### src/rtl/l2cb_pkg.sv
package l2cb_pkg;
    typedef enum logic [1:0] {
        LS_INV = 2'd0,
        LS_VAL = 2'd1,
        LS_RES = 2'd2,
        LS_DRT = 2'd3
    } lstate_e;

    typedef enum logic [1:0] {
        F_IDLE   = 2'd0,
        F_EVICT  = 2'd1,
        F_UPWAIT = 2'd2,
        F_FLUSH  = 2'd3
    } fsm_e;
endpackage

### src/rtl/l2cb_tag_array.sv
module l2cb_tag_array
    import l2cb_pkg::*;
#(
    parameter int ADDR_W  = 16,
    parameter int INDEX_W = 4
) (
    input  logic                        clk,
    input  logic                        rst_n,
    input  logic [INDEX_W-1:0]          ra_idx,
    output lstate_e                     ra_st,
    output logic [ADDR_W-INDEX_W-1:0]   ra_tag,
    input  logic [INDEX_W-1:0]          rb_idx,
    output lstate_e                     rb_st,
    output logic [ADDR_W-INDEX_W-1:0]   rb_tag,
    input  logic                        we,
    input  logic [INDEX_W-1:0]          w_idx,
    input  lstate_e                     w_st,
    input  logic [ADDR_W-INDEX_W-1:0]   w_tag
);
    localparam int LINES = 1 << INDEX_W;
    localparam int TAG_W = ADDR_W - INDEX_W;

    lstate_e            st_q  [LINES];
    logic [TAG_W-1:0]   tag_q [LINES];

    for (genvar g = 0; g < LINES; g++) begin : g_line
        lstate_e          st_d;
        logic [TAG_W-1:0] tag_d;
        always_comb begin
            st_d  = st_q[g];
            tag_d = tag_q[g];
            if (we && (w_idx == INDEX_W'(g))) begin
                st_d  = w_st;
                tag_d = w_tag;
            end
        end
        always_ff @(posedge clk) begin
            if (!rst_n) begin
                st_q[g]  <= LS_INV;
                tag_q[g] <= '0;
            end else begin
                st_q[g]  <= st_d;
                tag_q[g] <= tag_d;
            end
        end
    end

    assign ra_st  = st_q[ra_idx];
    assign ra_tag = tag_q[ra_idx];
    assign rb_st  = st_q[rb_idx];
    assign rb_tag = tag_q[rb_idx];

    // the first cycle after reset sees every line empty
    a_r1_reset_empty: assert property (@(posedge clk)
        $fell(rst_n) |=> (st_q[0] == LS_INV));
endmodule

### src/rtl/l2cb_snoop_fifo.sv
module l2cb_snoop_fifo #(
    parameter int W     = 17,
    parameter int DEPTH = 4
) (
    input  logic         clk,
    input  logic         rst_n,
    input  logic         push,
    input  logic [W-1:0] push_data,
    input  logic         pop,
    output logic [W-1:0] head,
    output logic         empty
);
    localparam int PW = (DEPTH > 1) ? $clog2(DEPTH) : 1;
    localparam int CW = $clog2(DEPTH + 1);
    localparam logic [PW-1:0] LAST = PW'(DEPTH - 1);

    typedef struct packed {
        logic [PW-1:0] wr;
        logic [PW-1:0] rd;
        logic [CW-1:0] cnt;
    } ptr_t;

    ptr_t         p_d, p_q;
    logic [W-1:0] mem_q [DEPTH];
    logic         full;
    logic         do_push;

    assign full    = (p_q.cnt == CW'(DEPTH));
    assign empty   = (p_q.cnt == '0);
    assign do_push = push && (!full || pop);
    assign head    = mem_q[p_q.rd];

    always_comb begin
        p_d = p_q;
        if (do_push) p_d.wr = (p_q.wr == LAST) ? '0 : p_q.wr + 1'b1;
        if (pop)     p_d.rd = (p_q.rd == LAST) ? '0 : p_q.rd + 1'b1;
        p_d.cnt = p_q.cnt + CW'(do_push) - CW'(pop);
    end

    always_ff @(posedge clk) begin
        if (!rst_n) p_q <= '0;
        else        p_q <= p_d;
    end

    always_ff @(posedge clk) begin
        if (do_push) mem_q[p_q.wr] <= push_data;
    end

    a_r10_no_overflow: assert property (@(posedge clk) disable iff (!rst_n)
        push |-> (!full || pop));
    a_r10_pop_nonempty: assert property (@(posedge clk) disable iff (!rst_n)
        pop |-> !empty);
endmodule

### src/rtl/l2_coh_bridge.sv
module l2_coh_bridge
    import l2cb_pkg::*;
#(
    parameter int ADDR_W    = 16,
    parameter int INDEX_W   = 4,
    parameter int DATA_W    = 32,
    parameter int SNQ_DEPTH = 4
) (
    input  logic              clk,
    input  logic              rst_n,
    input  logic              lo_req_valid,
    input  logic              lo_req_wr,
    input  logic [ADDR_W-1:0] lo_req_addr,
    output logic              lo_ack,
    output logic              lo_retry,
    output logic              dn_valid,
    output logic              dn_wr,
    output logic [ADDR_W-1:0] dn_addr,
    input  logic              dn_resp_valid,
    input  logic              dn_resp_dirty,
    input  logic [DATA_W-1:0] dn_resp_data,
    output logic              up_valid,
    output logic              up_wr,
    output logic [ADDR_W-1:0] up_addr,
    input  logic              up_ack,
    input  logic              us_valid,
    input  logic              us_wr,
    input  logic [ADDR_W-1:0] us_addr,
    output logic              us_rsp_valid,
    output logic              us_rsp_dirty,
    output logic [DATA_W-1:0] us_rsp_data
);
    localparam int TAG_W = ADDR_W - INDEX_W;
    localparam int SN_W  = ADDR_W + 1;

    typedef struct packed {
        fsm_e              fsm;
        logic [ADDR_W-1:0] addr;
        logic              wr;
        logic              dn_v;
        logic              dn_wr;
        logic [ADDR_W-1:0] dn_a;
        logic              up_v;
        logic              up_wr;
        logic [ADDR_W-1:0] up_a;
        logic              ack;
        logic              retry;
        logic              rsp_v;
        logic              rsp_d;
        logic [DATA_W-1:0] rsp_data;
    } ctl_t;

    ctl_t r_d, r_q;

    // snoop queue
    logic            q_empty, pop;
    logic [SN_W-1:0] sn_head;
    logic            sn_wr;
    logic [ADDR_W-1:0] sn_addr;

    l2cb_snoop_fifo #(.W(SN_W), .DEPTH(SNQ_DEPTH)) u_snq (
        .clk       (clk),
        .rst_n     (rst_n),
        .push      (us_valid),
        .push_data ({us_wr, us_addr}),
        .pop       (pop),
        .head      (sn_head),
        .empty     (q_empty)
    );

    assign sn_wr   = sn_head[SN_W-1];
    assign sn_addr = sn_head[ADDR_W-1:0];

    // tag and state array
    logic [INDEX_W-1:0] lo_idx, sn_idx, q_idx, w_idx;
    logic [TAG_W-1:0]   lo_tag, sn_tag, q_tag, w_tag;
    lstate_e            lo_st, sn_st, w_st;
    logic [TAG_W-1:0]   lo_line_tag, sn_line_tag;
    logic               we;

    assign lo_idx = lo_req_addr[INDEX_W-1:0];
    assign lo_tag = lo_req_addr[ADDR_W-1:INDEX_W];
    assign sn_idx = sn_addr[INDEX_W-1:0];
    assign sn_tag = sn_addr[ADDR_W-1:INDEX_W];
    assign q_idx  = r_q.addr[INDEX_W-1:0];
    assign q_tag  = r_q.addr[ADDR_W-1:INDEX_W];

    l2cb_tag_array #(.ADDR_W(ADDR_W), .INDEX_W(INDEX_W)) u_tags (
        .clk    (clk),
        .rst_n  (rst_n),
        .ra_idx (lo_idx),
        .ra_st  (lo_st),
        .ra_tag (lo_line_tag),
        .rb_idx (sn_idx),
        .rb_st  (sn_st),
        .rb_tag (sn_line_tag),
        .we     (we),
        .w_idx  (w_idx),
        .w_st   (w_st),
        .w_tag  (w_tag)
    );

    logic lo_hit, lo_excl, sn_hit;
    assign lo_hit  = (lo_st != LS_INV) && (lo_line_tag == lo_tag);
    assign lo_excl = (lo_st == LS_RES) || (lo_st == LS_DRT);
    assign sn_hit  = (sn_st != LS_INV) && (sn_line_tag == sn_tag);

    always_comb begin
        r_d       = r_q;
        r_d.dn_v  = 1'b0;
        r_d.ack   = 1'b0;
        r_d.retry = 1'b0;
        r_d.rsp_v = 1'b0;
        we        = 1'b0;
        w_idx     = lo_idx;
        w_tag     = lo_tag;
        w_st      = LS_INV;
        pop       = 1'b0;
        case (r_q.fsm)
            F_IDLE: begin
                if (!q_empty) begin
                    pop = 1'b1;
                    if (lo_req_valid) r_d.retry = 1'b1;
                    if (sn_hit && sn_wr) begin
                        we        = 1'b1;
                        w_idx     = sn_idx;
                        w_tag     = sn_tag;
                        w_st      = LS_INV;
                        r_d.dn_v  = 1'b1;
                        r_d.dn_wr = 1'b1;
                        r_d.dn_a  = sn_addr;
                    end else if (sn_hit && (sn_st == LS_DRT)) begin
                        r_d.dn_v  = 1'b1;
                        r_d.dn_wr = 1'b0;
                        r_d.dn_a  = sn_addr;
                        r_d.addr  = sn_addr;
                        r_d.fsm   = F_FLUSH;
                    end else if (sn_hit && (sn_st == LS_RES)) begin
                        we    = 1'b1;
                        w_idx = sn_idx;
                        w_tag = sn_tag;
                        w_st  = LS_VAL;
                    end
                end else if (lo_req_valid) begin
                    r_d.addr = lo_req_addr;
                    r_d.wr   = lo_req_wr;
                    if (lo_hit && !lo_req_wr) begin
                        r_d.ack = 1'b1;
                    end else if (lo_hit && lo_excl) begin
                        we      = 1'b1;
                        w_st    = LS_DRT;
                        r_d.ack = 1'b1;
                    end else if (lo_hit) begin
                        r_d.up_v  = 1'b1;
                        r_d.up_wr = 1'b1;
                        r_d.up_a  = lo_req_addr;
                        r_d.fsm   = F_UPWAIT;
                    end else if (lo_st != LS_INV) begin
                        we        = 1'b1;
                        w_tag     = lo_line_tag;
                        w_st      = LS_INV;
                        r_d.dn_v  = 1'b1;
                        r_d.dn_wr = 1'b1;
                        r_d.dn_a  = {lo_line_tag, lo_idx};
                        r_d.fsm   = F_EVICT;
                    end else begin
                        r_d.up_v  = 1'b1;
                        r_d.up_wr = lo_req_wr;
                        r_d.up_a  = lo_req_addr;
                        r_d.fsm   = F_UPWAIT;
                    end
                end
            end
            F_EVICT: begin
                if (lo_req_valid) r_d.retry = 1'b1;
                r_d.up_v  = 1'b1;
                r_d.up_wr = r_q.wr;
                r_d.up_a  = r_q.addr;
                r_d.fsm   = F_UPWAIT;
            end
            F_UPWAIT: begin
                if (lo_req_valid) r_d.retry = 1'b1;
                if (up_ack) begin
                    r_d.up_v = 1'b0;
                    we       = 1'b1;
                    w_idx    = q_idx;
                    w_tag    = q_tag;
                    w_st     = r_q.wr ? LS_RES : LS_VAL;
                    r_d.ack  = 1'b1;
                    r_d.fsm  = F_IDLE;
                end
            end
            F_FLUSH: begin
                if (lo_req_valid) r_d.retry = 1'b1;
                if (dn_resp_valid) begin
                    r_d.rsp_v    = 1'b1;
                    r_d.rsp_d    = dn_resp_dirty;
                    r_d.rsp_data = dn_resp_data;
                    we           = 1'b1;
                    w_idx        = q_idx;
                    w_tag        = q_tag;
                    w_st         = LS_VAL;
                    r_d.fsm      = F_IDLE;
                end
            end
            default: r_d.fsm = F_IDLE;
        endcase
    end

    always_ff @(posedge clk) begin
        if (!rst_n) r_q <= '0;
        else        r_q <= r_d;
    end

    assign lo_ack       = r_q.ack;
    assign lo_retry     = r_q.retry;
    assign dn_valid     = r_q.dn_v;
    assign dn_wr        = r_q.dn_wr;
    assign dn_addr      = r_q.dn_a;
    assign up_valid     = r_q.up_v;
    assign up_wr        = r_q.up_wr;
    assign up_addr      = r_q.up_a;
    assign us_rsp_valid = r_q.rsp_v;
    assign us_rsp_dirty = r_q.rsp_d;
    assign us_rsp_data  = r_q.rsp_data;

    a_r12_up_hold: assert property (@(posedge clk) disable iff (!rst_n)
        (up_valid && !up_ack) |=> (up_valid && $stable(up_addr) && $stable(up_wr)));
    a_r3_ack_after_grant: assert property (@(posedge clk) disable iff (!rst_n)
        (up_valid && up_ack) |=> (lo_ack && !up_valid));
    a_r11_busy_retry: assert property (@(posedge clk) disable iff (!rst_n)
        (lo_req_valid && (r_q.fsm != F_IDLE)) |=> lo_retry);
    a_r8_flush_answer: assert property (@(posedge clk) disable iff (!rst_n)
        ((r_q.fsm == F_FLUSH) && dn_resp_valid) |=>
            (us_rsp_valid && (us_rsp_dirty == $past(dn_resp_dirty))));
    a_r6_evict_then_up: assert property (@(posedge clk) disable iff (!rst_n)
        (r_q.fsm == F_EVICT) |=> (up_valid && (up_addr == $past(r_q.addr))));
endmodule

### config.mk
export PLATFORM = sky130hd
export DESIGN_NAME = l2_coh_bridge
export DESIGN_NICKNAME = d
export VERILOG_FILES = /design/src/rtl/l2cb_pkg.sv /design/src/rtl/l2cb_tag_array.sv /design/src/rtl/l2cb_snoop_fifo.sv /design/src/rtl/l2_coh_bridge.sv
export SDC_FILE = /design/constraint.sdc
export NUM_CORES = 1
export LEC_CHECK = 0
export ABC_AREA = 1
export BUFFER_PORTS_ARGS = -buffer_cell sky130_fd_sc_hd__buf_2
export CORE_MARGIN = 10
export CORE_UTILIZATION = 40
export DETAILED_ROUTE_END_ITERATION = 12
export GPL_ROUTABILITY_DRIVEN = 0
export PLACE_DENSITY = 0.67
export RECOVER_POWER = 50
export SETUP_SLACK_MARGIN = 0.02
export SLEW_MARGIN = 0
export SYNTH_ARGS = -nofsm -noshare
export SYNTH_HDL_FRONTEND = slang
export SYNTH_SLANG_ARGS = --single-unit
### constraint.sdc
create_clock -name clk -period 6.1 [get_ports clk]
set_clock_uncertainty 0.2 [all_clocks]
set_input_delay 0.61 -clock clk [delete_from_list [all_inputs] [get_ports clk]]
set_output_delay 0.61 -clock clk [all_outputs]
set_load 0.1 [all_outputs]
# Word level (Yosys, flattened, before mapping)
# Memory sizes are Yosys's and may differ from the RTL's. A register that Yosys moved wholly into a read port is not among the register bits.
# Index checks and enable logic that the tools add are counted.
# classes
n_mux	147
bitwise_logic	32
n_addsub	4
reduce_logical	63
n_eq_ne	61
# op_table
op	n
$mux 12	43
$mux 18	10
$mux 2	48
$mux 36	2
$mux 56	1
$reduce_and 2->1	19
$pmux 12 s3	1
$mux 34	1
$pmux 17 s2	1
$eq 4x4->1 const B	8
$or 1x1->1	32
$mux 1	26
$eq 12x12->1	2
$logic_and 1x1->1	24
$mux 4	6
$ne 2x2->1 const B	11
$reduce_and 7->1	3
$mux 19	1
$ne 3x3->1 const B	6
$eq 2x2->1 const B	8
$eq 4x3->1 const B	4
$ne 1x1->1 const B	16
$pmux 4 s3	1
$eq 4x2->1 const B	2
22 further kinds	31
# totals
out_inout_bits	72
ramBits	292
input_bits	73
elab_cells	327
ff_bits	98
memories	3
# memory_table
name	words	word_bits	read_ports	rd_ports_with_merged_regs	wr	line	text
u_tags.tag_q	16	12	2	0	16	l2cb_tag_array.sv:24	logic [TAG_W-1:0] tag_q [LINES];
u_snq.mem_q	4	17	1	1	1	l2cb_snoop_fifo.sv:24	logic [W-1:0] mem_q [DEPTH];
u_tags.st_q	16	2	2	0	16	l2cb_tag_array.sv:23	lstate_e st_q [LINES];

# Logic depth before layout (Yosys ltp)
# Gate-level depths: netlist of the first run.
# An unclocked memory read counts as a cell.
# depth
ltp_word	14
mapped_depth	29
depth_no_buf	26

# Modules after synthesis
# A second synthesis of the first run with hierarchy kept.
# hier_totals
hier_cells	3056
area_unflattened_um2	22666.7
# modules_own_cells
module	cells_each	n_inst	area_per_inst_um2	seq_area_each_um2
l2cb_tag_array	1743	1	13081.3	6726.5
l2_coh_bridge	1086	1	6472.5	1821.7
l2cb_snoop_fifo	227	1	3113.0	2222.1

# Worst setup path after synthesis of the first run
# Ideal clock, no wire load.
# synth_timing
path_type	input -> register
startpoint	in lo_req_addr[0]
endpoint	mem u_tags.st_q[1][0] in the netlist's numbering (enable)
setup_slack_ns	1.897
path_buffers	3
required_time_ns	5.496
cell_stages	14
setup_ns	0.404
arrival_time_ns	3.598
cell_sequence	inv_1 buf_2 buf_2 buf_2 o21ai_0 o221ai_1 o21ai_0 o21ai_0 o21ai_0 nor2_1 nor2_1 a21oi_4 nand3_1 o21ai_0
# synth_lines
item	line	text
from (decl)	l2_coh_bridge.sv:13	input logic [ADDR_W-1:0] lo_req_addr,
to (decl)	l2cb_tag_array.sv:23	

==> results of run 1 <==
==> power breakdown <==
group	internal (uW)	total (uW)	switching [uW]	leakage, uW
combinational	1420	6510	5090	0.00426
sequential	3180	3350	177	0.00375
clock	1420	2530	1110	0.000645
==> worst min-delay path: stages <==
cell     delay [ns]
buf_2          0.07
o21ai_0        0.07
nor2_1         0.08
==> cell type report <==
class                      instances  area share (%)
antenna                            2         0.02175
clock buffer                      55           4.812
multi-input combinational       1788           37.19
clock inverter                    21          0.9299
timing repair buffer             206           4.905
inverter                          96           1.588
tap                              688           3.741
sequential                       392           46.81
==> cell usage in the layout (no fill, tap or decap), types with 31 or more instances in the layout <==
cell | Yosys | routed
nor2_1 | 437 | 437
nand2_1 | 404 | 403
nand3_1 | 396 | 399
edfxtp_1 | 292 | 292
o21ai_0 | 225 | 226
clkbuf_1 | 93 | 107
dfxtp_1 | 100 | 100
inv_1 | 90 | 90
a21oi_1 | 82 | 82
buf_2 | 72 | 53
buf_4 | 80 | 44
clkbuf_16 | 0 | 42
o211ai_1 | 37 | 37
a31oi_1 | 32 | 32
nor2_2 | 31 | 31
o221ai_1 | 31 | 31
==> stage by stage <==
step                      power (uW)  hold WS [ns]  utilization [%]  cell area [um^2]  instances
after global routing           12840       0.07612            43.96             23010       3247
final                          12390       0.07509            43.96             23010       3248
after floorplan                 7579        0.2433                -             21090       2536
after global placement          9580        0.2544            41.75             21850       3170
after CTS                      12130       0.01102            44.28             23170       3246
after detailed placement        9623        0.2687            41.75             21850       3170
==> flip-flops by register name (all words and copies together), names as in the netlist, named ones only <==
register and cells:
dn_addr 16, dn_valid 1, dn_wr 1, lo_ack 1, lo_retry 1, q_idx 4
q_tag 12, r_q 3, u_snq.mem_q 68, u_snq.p_q 7, u_tags.st_q 32, u_tags.tag_q 192
up_addr 16, up_valid 1, up_wr 1, us_rsp_data 32, us_rsp_dirty 1, us_rsp_valid 1
==> synth_stat cells <==
library cell    n
buf_6           6
nor2_8          2
nand3_1       396
nor3_1          8
a21oi_4         1
o22ai_1         6
nand2_4         2
nand4_2         2
ha_1           11
a32o_1          1
clkinv_1        1
o221ai_1       31
nand4_1        23
buf_4          80
edfxtp_1      292
dfxtp_1       100
a31oi_1        32
inv_1          90
a221oi_1        8
o21ai_0       225
and2_1          2
o2111ai_1       3
inv_2           3
buf_2          72
nand3_2        12
clkbuf_1       93
o31ai_1         1
a21o_1          1
o211ai_1       37
o21ai_1        13
xor2_1          4
o21ai_2         2
o211a_1         1
fa_1            1
inv_4           2
nor2_2         31
a21oi_1        82
buf_1           9
or2_0           1
nand2_1       404
a211oi_1        1
nor2_1        437
nand3b_1        3
nand2_2         4
==> worst paths after layout <==
kind                       end  slack [ns]  depth (start not counted)
min reg2reg    us_rsp_data[28]        0.28                          2
max reg2reg  u_tags.st_q[0][0]        0.52                         23
min               us_rsp_dirty        0.08                          3
max          u_tags.st_q[0][0]        0.52                         23
==> routing by layer <==
layer  vias up  share of wire (%)  global-route usage [%]
met4         0                6.0                   12.40
met5         -                  0                       0
li1       8686                  -                       -
met3       303                 13                   6.300
met2      1478                 44                   35.15
met1      9273                 36                   29.18
==> logic make-up after synthesis <==
kind of cell	synth area share, %
AO/OA/AOI/OAI	12.14
XOR/XNOR	0.1661
adder cells (fa/ha/maj)	0.7475
buffers and inverters	8.424
flip-flops	51.06
AND/OR/NAND/NOR	27.45
==> impl_metrics.env, run 1 <==
export IMPL_status="finished with violations"
export IMPL_violations="capacitance limit, slew limit"
export IMPL_cts_resized_gates=0
export IMPL_setup_slack_ns=0.5229
export IMPL_pre_cts_ws_ns=0.8094
export IMPL_synth_top_area_cell="edfxtp_1"
export IMPL_core_area_um2=52340
export IMPL_cts_setup_buffers=0
export IMPL_cts_root_buf="clkbuf_16"
export IMPL_initial_core_util_pct=40.30
export IMPL_grt_max_degree=93
export IMPL_path_max_fanout=38
export IMPL_drt_iter0_markers=3202
export IMPL_synth_seq_cells=392
export IMPL_ys_warnings_count=0
export IMPL_syn_nets=2621
export IMPL_path_clk_slew_ns=0.06
export IMPL_multi_input_area_um2=8558
export IMPL_drv_cap=2
export IMPL_drive_gt1_share_pct=8.913
export IMPL_endpoint_kind="flop"
export IMPL_die_y_um=249.6
export IMPL_route_detailed_wl_per_inst_um=23.25
export IMPL_h_tree_depth=2
export IMPL_clock_latency_ns=0.61
export IMPL_grt_usage_pct=23.03
export IMPL_slowest_stage="dfxtp_1"
export IMPL_vias_per_cell=6.078
export IMPL_ioPinCount=145
export IMPL_dieArea_um2=62310
export IMPL_slew_violations=127
export IMPL_hold_viol_final=0
export IMPL_fin_tns_setup_ns=0
export IMPL_ys_types=44
export IMPL_syn_avg_cell_area_um2=8.317
export IMPL_synth_area_um2=21090
export IMPL_crit_top_cell="nand2_1"
export IMPL_clock_path_buffers=3
export IMPL_antenna_found_initial=2
export IMPL_drtPass1Iterations=7
export IMPL_hold_start="dn_resp_dirty"
export IMPL_crit_path_max_incr_delay_ns=0.67
export IMPL_worst_path_buf_inv=3
export IMPL_critPathArrivalTime_ns=5.59
export IMPL_worst_setup_path_start_kind="flop"
export IMPL_p_per_area_nw_per_um2=538.5
export IMPL_regArea_um2=10770
export IMPL_antenna_left=0
export IMPL_cts_buffers=42
export IMPL_wl_mm=75.51
export IMPL_synth_top_area_share_pct=41.57
export IMPL_postCtsHoldBufs=0
export IMPL_synth_area_leaders="edfxtp_1, dfxtp_1, nand3_1"
export IMPL_drc=0
export IMPL_max_freq_mhz=179.3
export IMPL_synthCells=2536
export IMPL_row_count=84
export IMPL_rsz0062_at_grt="no"
export IMPL_worst_pin_slew_ns=3.378
export IMPL_cts_tree="done"
export IMPL_dp_hpwl_mm=48.99
export IMPL_yosysSeqAreaShare_pct=51.06
export IMPL_vdd_drop_max_mv=0.5493
export IMPL_overflow=0
export IMPL_finalCriticalPeriod_ns=5.577
export IMPL_nNetsFinal=2611
export IMPL_crit_chain="inv_4, nor2_1, o21ai_0, nand2_2, buf_12, nand3_1, nand3_1, nand3_1, nand2_1, nand2_1, nand2_1, nand3_1, nor2_1, nand3_1, nand2_2, nand3_1, nand3_1, nand2_1, nand2_1, nand2_1, inv_2, nand2_1, nand2_1"
export IMPL_grt_pass1_vias=18073
export IMPL_dieWidth_um=249.6
export IMPL_fin_crit_sh_pct=91.43
export IMPL_num_vias=19740
export IMPL_setup_violations=0
export IMPL_grt_pass1_wl_mm=112.9
export IMPL_hold_path_class="in -> reg"
export IMPL_fill_cells=5066
export IMPL_p_leak_uw=0.008660
export IMPL_clock_sinks=392
export IMPL_worstPathRequired_ns=6.11
export IMPL_syn_to_final_growth_pct=9.094
export IMPL_criticalPathCategory="reg -> reg"
export IMPL_port_buffers=144
export IMPL_cp_top_family="simple AND/OR/NAND/NOR gates"
export IMPL_max_slew_margin_pct=-125.2
Note: power is estimated with default switching activity, not from simulation.
==> run 2, diff against run 1 <==
--- a/config.mk
+++ b/config.mk
@@ -8,4 +8,5 @@
 export ABC_AREA = 1
 export BUFFER_PORTS_ARGS = -buffer_cell sky130_fd_sc_hd__buf_2
+export CAP_MARGIN = 5
 export CORE_MARGIN = 10
 export CORE_UTILIZATION = 40
==> constraint.sdc (replaced) <==
create_clock -name clk -period 6.1 [get_ports clk]
set_clock_uncertainty 0.2 [all_clocks]
set_input_delay 0.915 -clock clk [delete_from_list [all_inputs] [get_ports clk]]
set_output_delay 0.915 -clock clk [all_outputs]
set_load 0.1 [all_outputs]
==> impl_metrics.env, run 2 (synthesis results as in run 1) <==
export IMPL_dieArea_um2=62310
export IMPL_antenna_left=0
export IMPL_drv_cap=0
export IMPL_cts_tree="done"
export IMPL_design_area_um2=23050
export IMPL_clock_path_buffers=3
export IMPL_port_buffers=144
export IMPL_p_total_uw=12360
export IMPL_fin_crit_sh_pct=93.72
export IMPL_nNetsFinal=2617
export IMPL_slowest_stage="clkbuf_1"
export IMPL_hold_path_class="reg -> reg"
export IMPL_drc=0
export IMPL_ioPinCount=145
export IMPL_pre_cts_ws_ns=0.6229
export IMPL_holdPathStages=2
export IMPL_timing_hold_ws_ns=0.2822
export IMPL_finalCriticalPeriod_ns=5.717
export IMPL_postCtsHoldBufs=0
export IMPL_path_clk_slew_ns=0.07
export IMPL_setup_slack_ns=0.3833
export IMPL_worst_setup_path_start_kind="primary input"
export IMPL_max_freq_mhz=174.9
export IMPL_endpoint_kind="flop"
export IMPL_status="finished, final reports clean"
export IMPL_syn_to_final_growth_pct=9.266
export IMPL_rsz0062_at_grt="no"
export IMPL_worst_pin_slew_ns=1.322
export IMPL_drive_gt1_share_pct=9.162
export IMPL_vdd_drop_max_mv=0.3353
export IMPL_largest_reg_flops=192
export IMPL_worstReg2RegEnd="u_tags.tag_q[7][6]"
export IMPL_reg_largest_list="u_tags.tag_q (192), u_snq.mem_q (68)"
export IMPL_worst_path_buf_inv=3
export IMPL_row_count=84
export IMPL_cts_buffers=42
export IMPL_p_per_area_nw_per_um2=536.2
export IMPL_slew_violations=0
export IMPL_grt_usage_pct=22.67
export IMPL_core_area_um2=52340
export IMPL_drt_iter0_markers=3450
export IMPL_dpl_cell_area_um2=21900
export IMPL_fin_tns_setup_ns=0
export IMPL_path_max_fanout=29
export IMPL_hold_viol_final=0
export IMPL_top_register="u_tags.tag_q"
export IMPL_clock_sinks=392
export IMPL_grt_max_degree=87
export IMPL_grt_pass1_vias=18525
export IMPL_route_detailed_wl_per_inst_um=22.82
export IMPL_final_common_cell="nor2_1"
export IMPL_cts_setup_buffers=0
export IMPL_die_y_um=249.6
export IMPL_cp_top_family="simple AND/OR/NAND/NOR gates"
export IMPL_layout_common_cells="nor2_1, nand2_1, nand3_1"
export IMPL_crit_chain="buf_2, inv_1, clkbuf_1, o21ai_0, o221ai_1, nand3_1, nand2_1, nand2_1, nand4_1, nor2_1, nand3_1, o21ai_0, nor2_1, nor2_1, a21oi_4, nand2_4, nor2_8, nand2_1, nand2_1"
export IMPL_antenna_found_initial=0
export IMPL_wl_mm=74.25
export IMPL_worstPathRequired_ns=6.12
export IMPL_dp_hpwl_mm=49.33
export IMPL_criticalPathCategory="in -> reg"
export IMPL_crit_path_max_incr_delay_ns=1.02
export IMPL_crit_top_cell="nand2_1"
export IMPL_whs_endpoint="us_rsp_data[20]"
export IMPL_drtPass1Iterations=9
export IMPL_max_slew_margin_pct=11.84
export IMPL_critPathArrivalTime_ns=5.73
export IMPL_cts_root_buf="clkbuf_16"
export IMPL_num_vias=19629
export IMPL_hold_start="us_rsp_data[20]"
export IMPL_vias_per_cell=6.034
export IMPL_initial_core_util_pct=40.30
export IMPL_clock_latency_ns=0.59
export IMPL_p_leak_uw=0.008679
export IMPL_setup_violations=0
export IMPL_diodes=0
export IMPL_r2r_slack_ns=0.49
export IMPL_grt_pass1_wl_mm=111.6
export IMPL_h_tree_depth=2
export IMPL_cts_resized_gates=0
export IMPL_r2r_cells=22
export IMPL_overflow=0
export IMPL_dieWidth_um=249.6
## run 2: per-stage QoR
| step | cells | utilization (%) |
|---|---|---|
| floorplan | 2536 | - |
| global placement | 3176 | 41.84 |
| detailed placement | 3176 | 41.84 |
| CTS | 3253 | 44.37 |
| global route | 3253 | 44.03 |
| finish | 3253 | 44.03 |
## run 2: area by class of cell
cell class,count,area [um^2]
Clock buffer,59,1149
Clock inverter,18,175.2
Fill cell,5141,29290
Inverter,96,365.4
Multi-Input combinational cell,1788,8573
Sequential cell,392,10770
Tap cell,688,860.8
Timing Repair Buffer,212,1152
## run 2: worst register-to-register path: stages, from the launching register on
cell       delay [ns]
dfxtp_1          0.72
inv_4            0.29
nand2_1          0.21
nand3_4          0.11
nand2_4          0.13
buf_4            0.50
nand2_1          0.13
nand3_1          0.11
nand3_1          0.20
nand3_1          0.26
nand3_1          0.11
nand2_1          0.09
nand3_1          0.10
nor2_2           0.18
o2111ai_1        0.23
nand2_1          0.12
nand3_1          0.13
nand2_1          0.11
nand2_1          0.13
nor2_2           0.32
buf_4            0.21
nand4_2          0.57
nor2_2           0.29
## run 2: worst max-delay path by stage
| stage | depth (start not counted) | endpoint | start |
|---|---|---|---|
| 6_report | 19 | u_tags.tag_q[14][4] | lo_req_addr[1] |
| 5_1_grt | 21 | dn_addr[1] | lo_req_addr[1] |
| 4_1_cts | 22 | u_tags.st_q[3][0] | flop |
| 3_5_place_dp | 22 | u_tags.tag_q[3][4] | flop |
| 3_3_place_gp | 22 | u_tags.tag_q[3][11] | flop |
| 2_1_floorplan | 14 | u_tags.st_q[1][0] | lo_req_addr[0] |
## run 2: power by group
group	internal [uW]	total [uW]	switching (uW)
Sequential	3180	3380	202
Combinational	1410	6440	5030
Clock	1440	2540	1090
Total	6030	12400	6320
## run 2: per-layer routing
metal / global-route usage, % / vias up / part of all wire, %
met4: 12.78 / 0 / 5.9
met2: 34.92 / 1421 / 44
li1: - / 8688 / -
met3: 5.834 / 279 / 12
met5: 0 / - / 0
met1: 28.48 / 9241 / 37
